**src/rtl/memwait_pkg.sv**
```systemverilog
`timescale 1ns/1ps
package memwait_pkg;

   // where the current clock period sits within a memory request
   typedef enum logic [1:0] {
      REQ_IDLE  = 2'd0,
      REQ_FIRST = 2'd1,
      REQ_LATER = 2'd2
   } req_phase_e;

   // largest wait total reachable from the configuration inputs
   function automatic int unsigned max_total(input int unsigned gen_w,
                                             input int unsigned fetch_extra);
      return ((1 << gen_w) - 1) + fetch_extra;
   endfunction

   // counter width able to hold max_total
   function automatic int unsigned cnt_width(input int unsigned gen_w,
                                             input int unsigned fetch_extra);
      int unsigned w;
      w = $clog2(max_total(gen_w, fetch_extra) + 1);
      return (w < 1) ? 1 : w;
   endfunction

endpackage

```
**src/rtl/memwait_start_det.sv**
```systemverilog
`timescale 1ns/1ps
module memwait_start_det
   import memwait_pkg::*;
(
   input  logic       clk,
   input  logic       rst_n,
   input  logic       mem_req,
   output req_phase_e phase
);

   logic req_q;

   always_ff @(posedge clk) begin
      if (!rst_n) begin
         req_q <= 1'b0;
      end else begin
         req_q <= mem_req;
      end
   end

   always_comb begin
      if (!mem_req) begin
         phase = REQ_IDLE;
      end else if (!req_q) begin
         phase = REQ_FIRST;
      end else begin
         phase = REQ_LATER;
      end
   end

endmodule

```
**src/rtl/memwait_budget.sv**
```systemverilog
`timescale 1ns/1ps
module memwait_budget #(
   parameter int unsigned GEN_W       = 2,
   parameter int unsigned FETCH_EXTRA = 1,
   parameter int unsigned CNT_W       = 3
) (
   input  logic [GEN_W-1:0] gen_cfg,
   input  logic             fetch,
   input  logic             fetch_en,
   output logic [CNT_W-1:0] total
);

   logic [CNT_W-1:0] gen_part;
   logic [CNT_W-1:0] extra_part;

   assign gen_part = CNT_W'(gen_cfg);

   generate
      if (FETCH_EXTRA == 0) begin : g_no_extra
         logic unused_sel;
         assign unused_sel = fetch ^ fetch_en;
         assign extra_part = '0;
      end else begin : g_extra
         assign extra_part = (fetch && fetch_en) ? CNT_W'(FETCH_EXTRA) : '0;
      end
   endgenerate

   assign total = gen_part + extra_part;

endmodule

```
**src/rtl/memwait_counter.sv**
```systemverilog
`timescale 1ns/1ps
module memwait_counter
   import memwait_pkg::*;
#(
   parameter int unsigned CNT_W = 3
) (
   input  logic             clk,
   input  logic             rst_n,
   input  req_phase_e       phase,
   input  logic [CNT_W-1:0] total,
   output logic             busy
);

   logic [CNT_W-1:0] remain_q;

   // first period uses the fresh total, later periods the stored remainder
   always_comb begin
      unique case (phase)
         REQ_FIRST: busy = (total != '0);
         REQ_LATER: busy = (remain_q != '0);
         default:   busy = 1'b0;
      endcase
   end

   always_ff @(posedge clk) begin
      if (!rst_n) begin
         remain_q <= '0;
      end else begin
         unique case (phase)
            REQ_FIRST: remain_q <= (total != '0) ? total - 1'b1 : '0;
            REQ_LATER: begin
               if (remain_q != '0) begin
                  remain_q <= remain_q - 1'b1;
               end
            end
            default:   remain_q <= '0;
         endcase
      end
   end

endmodule

```
**src/rtl/memwait_gen.sv**
```systemverilog
`timescale 1ns/1ps
module memwait_gen
   import memwait_pkg::*;
#(
   parameter int unsigned GEN_W       = 2,
   parameter int unsigned FETCH_EXTRA = 1
) (
   input  logic             clk,
   input  logic             rst_n,
   input  logic             mem_req,
   input  logic             fetch,
   input  logic [GEN_W-1:0] gen_waits,
   input  logic             fetch_wait_en,
   input  logic             bus_ready,
   output logic             wait_n
);

   localparam int unsigned CNT_W = cnt_width(GEN_W, FETCH_EXTRA);

   generate
      if (GEN_W < 1 || GEN_W > 6) begin : g_bad_gen_w
         $error("memwait_gen: GEN_W out of range");
      end
      if (FETCH_EXTRA > 15) begin : g_bad_extra
         $error("memwait_gen: FETCH_EXTRA out of range");
      end
   endgenerate

   req_phase_e       phase;
   logic [CNT_W-1:0] total;
   logic             cnt_busy;
   logic             ext_hold;

   memwait_start_det u_start (
      .clk     (clk),
      .rst_n   (rst_n),
      .mem_req (mem_req),
      .phase   (phase)
   );

   memwait_budget #(
      .GEN_W       (GEN_W),
      .FETCH_EXTRA (FETCH_EXTRA),
      .CNT_W       (CNT_W)
   ) u_budget (
      .gen_cfg  (gen_waits),
      .fetch    (fetch),
      .fetch_en (fetch_wait_en),
      .total    (total)
   );

   memwait_counter #(
      .CNT_W (CNT_W)
   ) u_count (
      .clk   (clk),
      .rst_n (rst_n),
      .phase (phase),
      .total (total),
      .busy  (cnt_busy)
   );

   assign ext_hold = mem_req && !bus_ready;
   assign wait_n   = !(cnt_busy || ext_hold);

endmodule

```
**config.mk**
```make
export PLATFORM = sky130hd
export DESIGN_NAME = memwait_gen
export DESIGN_NICKNAME = d
export VERILOG_FILES = /design/src/rtl/memwait_pkg.sv /design/src/rtl/memwait_start_det.sv /design/src/rtl/memwait_budget.sv /design/src/rtl/memwait_counter.sv /design/src/rtl/memwait_gen.sv
export SDC_FILE = /design/constraint.sdc
export NUM_CORES = 1
export LEC_CHECK = 0
export ABC_AREA = 1
export CAP_MARGIN = 20
export CORE_AREA = 8 8 45 47
export DETAILED_ROUTE_END_ITERATION = 7
export DIE_AREA = 0 0 53 55
export DONT_BUFFER_PORTS = 1
export RECOVER_POWER = 25
export SLEW_MARGIN = 20
export SYNTH_ARGS = -nofsm -noshare
export SYNTH_HDL_FRONTEND = slang
export SYNTH_SLANG_ARGS = --single-unit
```
**constraint.sdc**
```tcl
create_clock -name clk -period 1.55 [get_ports clk]
set_input_delay 0.155 -clock clk [delete_from_list [all_inputs] [get_ports clk]]
set_output_delay 0.155 -clock clk [all_outputs]
set_load 0.01 [all_outputs]
```
# After elaboration in Yosys (flattened, before gate mapping)
# Cells that the tools add are included.
totals:
  output_inout_bits: 1
  ff_bits: 4
  input_bits: 8
op_classes:
  n_reduce_logical: 7
  add_sub_neg: 3
  eq_ne: 3
  n_mux: 7
ops:
  columns: ["cell", "count"]
  rows:
  - ["two-way mux 3 bit", 2]
  - ["case mux 3 bit (2 select lines)", 1]
  - ["nonzero test 3 bit", 2]
  - ["subtractor 3 x 1 -> 3 bit (second input constant)", 2]
  - ["two-way mux 2 bit", 2]
  - ["adder 2 x 3 -> 3 bit", 1]
  - ["equality test 2 x 1 -> 1 bit (second input constant)", 1]
  - ["equality test 2 bit (second input constant)", 1]
  - ["logical AND 1 bit", 2]
  - ["zero test 1 bit", 2]
  - ["!= test 2 x 1 -> 1 bit (second input constant)", 1]
  - ["case mux 1 bit (2 select lines)", 1]
  - ["logical OR 1 bit", 1]
  - ["two-way mux 1 bit", 1]

# Depth between registers and ports, before layout
# Gate-level depths: netlist of the first run.
logic_depth:
  ltp_word: 7
  mapped_depth: 12

# Modules after synthesis
# Synthesis of the first run repeated with hierarchy kept, for this count alone.
hier_totals:
  hier_cells: 58
  area_unflattened_um2: 361.6
modules_own_cells:
  columns: ["module", "cells_each", "seq_area_each_um2", "area_each_um2", "instances"]
  rows:
  - ["memwait_counter", 45, 60.1, 271.5, 1]
  - ["memwait_start_det", 7, 20.0, 45.0, 1]
  - ["memwait_budget", 4, 0.0, 32.5, 1]
  - ["memwait_gen", 2, 0.0, 12.5, 1]

# Worst setup path after synthesis of the first run
# Ideal clock, no wire load.
synth_path:
  path_kind: "input to output"
  from: "in fetch_wait_en"
  to: "out wait_n"
  path_stages: 9
  path_slack_ns: 0.155
  arrival_time_ns: 1.240
  required_ns: 1.395
  path_buffers: 0
  path_cell_list: "nand3_1 -> inv_1 -> ha_1 -> inv_1 -> nand2_1 -> inv_1 -> ha_1 -> nor3_1 -> a211oi_1"
synth_between:
  elab_chain_len: 7
synth_rtl:
  columns: ["element", "line_no", "text"]
  rows:
  - ["start: declaration", "memwait_gen.sv:13", "input logic fetch_wait_en,"]
  - ["logical AND 1 bit", "memwait_budget.sv:24", "assign extra_part = (fetch && fetch_en) ? CNT_W'(FETCH_EXTRA) : '0;"]
  - ["two-way mux 1 bit", "memwait_budget.sv:24", null]
  - ["adder 2 x 3 -> 3 bit", "memwait_budget.sv:28", "assign total = gen_part + extra_part;"]
  - ["nonzero test 3 bit", "memwait_counter.sv:19", "REQ_FIRST: busy = (total != '0);"]
  - ["case mux 1 bit (2 select lines)", "memwait_counter.sv:18", "unique case (phase)"]
  - ["logical OR 1 bit", "memwait_gen.sv:63", "assign wait_n = !(cnt_busy || ext_hold);"]
  - ["zero test 1 bit", "memwait_gen.sv:63", null]
  - ["end: declaration", "memwait_gen.sv:15", "output logic wait_n"]
# No other way between the ends.

# Worst setup path after layout of the first run
# Same ends and word-level chain as after synthesis.

==> results_dict.tcl, run 1 <==
set metrics [dict create \
    final_antenna_net_count 0 \
    fin_crit_sh 0.920 \
    synth_top_cell_by_area "dfxtp_1" \
    synthesis.nets 64 \
    synth_top_cells_by_count "12 x inv_1, 11 x nand2_1, 5 x ha_1, 5 x nor2_1, 4 x dfxtp_1" \
    io_buffers 0 \
    clock_path_buffers 2 \
    synthMuxAreaShare 0 \
    synthFlopType "dfxtp_1" \
    grt_pass1_wl_um 1120 \
    drv_slew 0 \
    dieArea_sq_mm 0.00292 \
    rows 14 \
    globalRouteOverflowTotal 0 \
    synth_cell_types 16 \
    synth-simple-area-share 0.271 \
    coreArea_sq_mm 0.00138 \
    areaGrowthSynthToFinish_pct 21.1 \
    dp_hpwl_um 560 \
    grt_start_max_net_pins 5 \
    drive_above_1_share 0.179 \
    synthesis.area_sq_um 333 \
    min_period_ns 1.43 \
    crit_arrival_ns 1.27 \
    antenna_found_initial 0 \
    ys_warn_count 0 \
    start_kind "primary input" \
    hold_viol_final 0 \
    vias 311 \
    synth_top_area_frac 0.241 \
    p_leak_nw 0.233 \
    crit_path_max_fanout 2 \
    hold_slack_ns 0.0148 \
    cts_hold_buf 0 \
    crit_required_ns 1.39 \
    worst_slew_pin_slew_ns 0.197 \
    synth_compound_area_frac 0.128 \
    cts.sinks 4 \
    finalSetupTns_ns 0 \
    ir_drop_uv 287 \
    crit_buf_inv 4 \
    ys_seq_area_frac 0.241 \
    routabilityCongestion 0.744 \
    relSlewSlack 0.868 \
    grt_pass1_vias 297 \
    totalWireLength_um 653 \
    cts_buffers 3 \
    avgSynthCellArea_sq_um 6.53 \
    synth_edf_count 0 \
    synth_top_family_by_area "simple AND/OR/NAND/NOR gates" \
    synth_area_leaders "dfxtp_1 24%, ha_1 19%, inv_1 14%, nand2_1 12%, nor2_1 5.6%" \
    n_antenna_cell 0 \
    synth_xor_area_frac 0.0263 \
    finalSetupViolations 0 \
    fill_cells 150 \
    yosys.area_share.adder 0.188 \
    max_stage_delay_ns 0.28 \
    fp.dieH_um 55 \
    die_w_um 53 \
    critPathKind "in -> out" \
    endpoint_kind "output pin" \
    timing.critical_path.mode_cell "inv_1" \
    cap_violations 0 \
    nNetsFinal 71 \
    holdCritPathClass "in -> reg" \
    vias_per_cell 4.32 \
    slowest_stage "ha_1" \
    firstDrtPassIters 2 \
    synth_most_common_cell "inv_1" \
    rsz0062_at_grt "no" \
    crit_family "adder cells" \
    clock.fmax_mhz 702 \
    start_util 0.241 \
    synth_cells 51 \
    ys_ff_latch 4 \
    ioPinCount 9 \
    clk_latency_ns 0.24 \
    clockRootBuffer "clkbuf_4" \
    clock_skew_ns 0.000948 \
    ctsHtreeMaxLevel 1 \
    grt_usage 0.0551 \
    worstPathCellList "nand3_1 > inv_1 > ha_1 > inv_1 > nand2_2 > inv_1 > ha_1 > nor3_2 > a211oi_2 > buf_4" \
    r2r_setup_slack_ns 0.45 \
    cts_tree "done" \
    avgRoutedWirePerCell_um 9.07 \
    drt-initial-drc-count 3 \
    status "finished, final reports clean" \
    synthArstFlopShare 0 \
    power.density_mw_per_mm2 779 \
    drc 0 \
    clk_pin_slew_ns 0.04 \
]
cells in the final DEF (no fill, tap or decap), drive strengths merged:
cell / count
inv: 13
nand2: 11
nor2: 5
ha: 5
dfxtp: 4
nand3: 4
clkbuf: 3
o21ai: 3
buf: 2
nor3: 1
a211oi: 1
a21oi: 1
xor2: 1
a22oi: 1
o21bai: 1
where the power goes:
part | switching, W | internal (W)
clock | 0.0000439 | 0.0000867
combinational | 0.0000390 | 0.0000300
sequential | 0.00000433 | 0.000110
worst reg2reg max path, cell delays in order, from the launching register on:
cell	delay [ns]
dfxtp_1	0.35
inv_1	0.08
ha_1	0.21
xor2_1	0.14
a22oi_1	0.16
nor2_1	0.05
final timing paths:
check                            from                  end  depth (start not counted)
hold / removal                mem_req        u_start.req_q                          2
setup / recovery        fetch_wait_en               wait_n                         10
setup reg to reg  u_count.remain_q[0]  u_count.remain_q[2]                          5
hold reg to reg   u_count.remain_q[1]  u_count.remain_q[1]                          2
stage by stage:
step	setup slack, ns	std cells	utilization	area (sq um)	power [W]
after CTS	0.0148	72	0.282	390	0.000318
after global placement	0.0441	69	0.266	368	0.000179
final	0.125	72	0.291	403	0.000314
after global routing	0.0132	72	0.291	403	0.000347
after detailed placement	0.0199	69	0.266	368	0.000181
after floorplan	0.155	51	-	333	0.000165
kinds of logic (layout without fill, tap and decap cells):
family,Yosys count,after routing
AO/OA/AOI/OAI,7,7
buffers and inverters,13,18
adder cells (fa/ha/maj),5,5
AND/OR/NAND/NOR,21,21
XOR/XNOR,1,1
flip-flops,4,4
registers in the layout (all words and copies together), names as in the netlist:
signal,count
u_count.remain_q,3
u_start.req_q,1
metal layers:
layer  GRT usage  up-vias  part of all wire
li1            -      170                 -
met1      0.0500      131              0.44
met2      0.0820        7              0.46
met3      0.0214        3             0.055
met4      0.0776        0             0.044
met5           0        -                 0
area by class of cell:
type,instances,area [sq um],area share
Clock buffer,3,22.5,0.0559
Inverter,13,48.8,0.121
Multi-Input combinational cell,34,216,0.537
Sequential cell,4,80.1,0.199
Tap cell,16,20.0,0.0497
Timing Repair Buffer,2,15.0,0.0373
what timing repair did:
action / CTS / global route
resized for setup: 0 / 3
hold endpoints to repair: 0 / 0
setup endpoints to repair: 0 / 1
setup buffers: 0 / 0
Power figures use the tool's default switching activity.
==> inputs of run 2 (changes only) <==
--- a/config.mk
+++ b/config.mk
@@ -15,4 +15,5 @@
 export SLEW_MARGIN = 20
 export SYNTH_ARGS = -nofsm -noshare
 export SYNTH_HDL_FRONTEND = slang
+export SYNTH_HIERARCHICAL = 1
 export SYNTH_SLANG_ARGS = --single-unit
==> run 2 against run 1 <==
Design area rose by 12%. Clock power decreased by 7%. Utilization is 3.5 points higher. Sequential share of layout area shrank 1.3 points. Maximum frequency shrank 3.3%. Critical path depth down 4. Routed wire length increased by 3.5%. Largest cell class unchanged. Highest routed layer unchanged.
==> results_dict.tcl, run 2 <==
set metrics [dict create \
    crit_path_max_fanout 2 \
    start_util 0.261 \
    clock_path_buffers 2 \
    finalSetupViolations 0 \
    reg2reg_from "u_count/remain_q[0]" \
    worstPathCellList "inv_2 > ha_4 > ha_4 > or2_4 > a21oi_2 > a21oi_2" \
    layout_commonest_cell "nand2_1" \
    drt-met1-wl_um 275 \
    vias_per_cell 4.29 \
    areaGrowthSynthToFinish_pct 24.9 \
    synth_top_cell_by_area "dfxtp_1" \
    hold_viol_final 0 \
    grt_pass1_wl_um 1120 \
    avgRoutedWirePerCell_um 8.78 \
    min_from "mem_req" \
    drc 0 \
    synth_cell_types 11 \
    largest_register "u_count/remain_q" \
    worst_slew_pin_slew_ns 0.192 \
    synth_most_common_cell "nand2_1" \
    slowest_stage "dfxtp_2" \
    grt_start_max_net_pins 5 \
    top_layer_used "met4" \
    crit_family "flip-flops" \
    io_buffers 0 \
    endpoint_kind "output pin" \
    min_period_ns 1.47 \
    hold_slack_ns 0.0239 \
    final_antenna_net_count 0 \
    firstDrtPassIters 3 \
    nNetsFinal 77 \
    fill_cells 146 \
    wl_met2_um 334 \
    vias 330 \
    cts.sinks 4 \
    cts_tree "done" \
    fin_crit_sh 0.951 \
    totalWireLength_um 676 \
    ioPinCount 9 \
    p_leak_nw 0.220 \
    critPathKind "reg -> out" \
    antenna_found_initial 0 \
    avgSynthCellArea_sq_um 6.23 \
    place_worst_setup_slack_ns 0.194 \
    status "finished, final reports clean" \
    synthesis.area_sq_um 362 \
    clk_latency_ns 0.23 \
    largest_reg_flops 3 \
    synth_edf_count 0 \
    cp-startpoint "u_count/remain_q[0]" \
    die_w_um 53 \
    wl_met3_um 51 \
    worst_slack_ns 0.0765 \
    ctsHtreeMaxLevel 1 \
    drive_above_1_share 0.295 \
    dieArea_sq_mm 0.00292 \
    synthArstFlopShare 0 \
    postCtsSetupRepairBufs 0 \
    rsz0062_at_grt "yes" \
    finalSetupTns_ns 0 \
    drv_slew 0 \
    cts_buffers 3 \
    routabilityCongestion 0.829 \
    clockRootBuffer "clkbuf_4" \
    ys_warn_count 6 \
    ys_ff_latch 4 \
    grt_usage 0.0520 \
    max_stage_delay_ns 0.32 \
    ir_drop_uv 365 \
    dp.cells 74 \
    cap_violations 0 \
    relSlewSlack 0.871 \
    fp.dieH_um 55 \
    synthesis.nets 72 \
    crit_buf_inv 1 \
    grt_pass1_vias 317 \
    clock_skew_ns 0.000828 \
    ys_seq_area_frac 0.221 \
    crit_arrival_ns 1.32 \
    largestRegisters "u_count/remain_q (3), u_start/req_q (1)" \
    synth_top_area_frac 0.221 \
    start_kind "flop" \
    synth_area_leaders "dfxtp_1 22%, ha_1 21%, nand2_1 19%, inv_1 17%, a21oi_2 4.8%" \
    n_antenna_cell 0 \
    coreArea_sq_mm 0.00138 \
    rows 14 \
    clock.fmax_mhz 679 \
    crit_required_ns 1.39 \
    holdCritPathClass "in -> reg" \
    globalRouteOverflowTotal 0 \
    dp_hpwl_um 528 \
    power.density_mw_per_mm2 673 \
    synthFlopType "dfxtp_1" \
    layoutNonFillerInstCount 77 \
    drt-initial-drc-count 4 \
    synth_cells 58 \
    synth_top_cells_by_count "18 x nand2_1, 16 x inv_1, 6 x ha_1" \
    clk_pin_slew_ns 0.04 \
    power_w 0.000304 \
    layout_common_cells "18 x nand2_1, 12 x inv_1, 4 x inv_2" \
]
-- run 2: kinds of logic (layout without fill, tap and decap cells) --
family | Yosys count | after routing | share of synthesized area
flops | 4 | 4 | 0.221
buf+inv | 16 | 19 | 0.166
fa+ha+maj | 6 | 6 | 0.208
compound gates | 6 | 6 | 0.104
simple gates | 26 | 26 | 0.301
-- run 2: timing repair --
action,4_1_cts,5_1_grt
endpoints found under the setup margin,1,1
hold buffers,0,0
resized for setup,3,13
pin swaps,2,6
-- run 2: path summary, 6_finish.rpt --
kind,cells after the start,end,slack [ns]
hold reg to reg,2,u_count/remain_q[2],0.46
setup / recovery,6,wait_n,0.08
hold / removal,2,u_start/req_q,0.02
setup reg to reg,8,u_count/remain_q[1],0.29
-- run 2: cell type report --
class | count | area [sq um] | area share
tap | 16 | 20.0 | 0.0443
sequential | 4 | 83.8 | 0.186
multi-input combinational | 38 | 265 | 0.587
clock buffer | 3 | 22.5 | 0.0499
inverter | 16 | 60.1 | 0.133
-- run 2: routing by layer --
| layer | vias up | GRT usage |
|---|---|---|
| met2 | 5 | 0.0898 |
| met1 | 143 | 0.0473 |
| met3 | 2 | 0.0160 |
| met5 | - | 0 |
| met4 | 0 | 0.0517 |
| li1 | 180 | - |
-- run 2: power breakdown --
group          switching (W)  total [W]  internal [W]
logic              0.0000412  0.0000715     0.0000303
registers         0.00000209   0.000110      0.000108
clock network      0.0000362   0.000122     0.0000862
-- run 2: through the flow --
| step | utilization | cell area [sq um] |
|---|---|---|
| after floorplan | - | 362 |
| after global placement | 0.276 | 382 |
| after detailed placement | 0.276 | 382 |
| after CTS | 0.297 | 410 |
| after global routing | 0.326 | 452 |
| final | 0.326 | 452 |
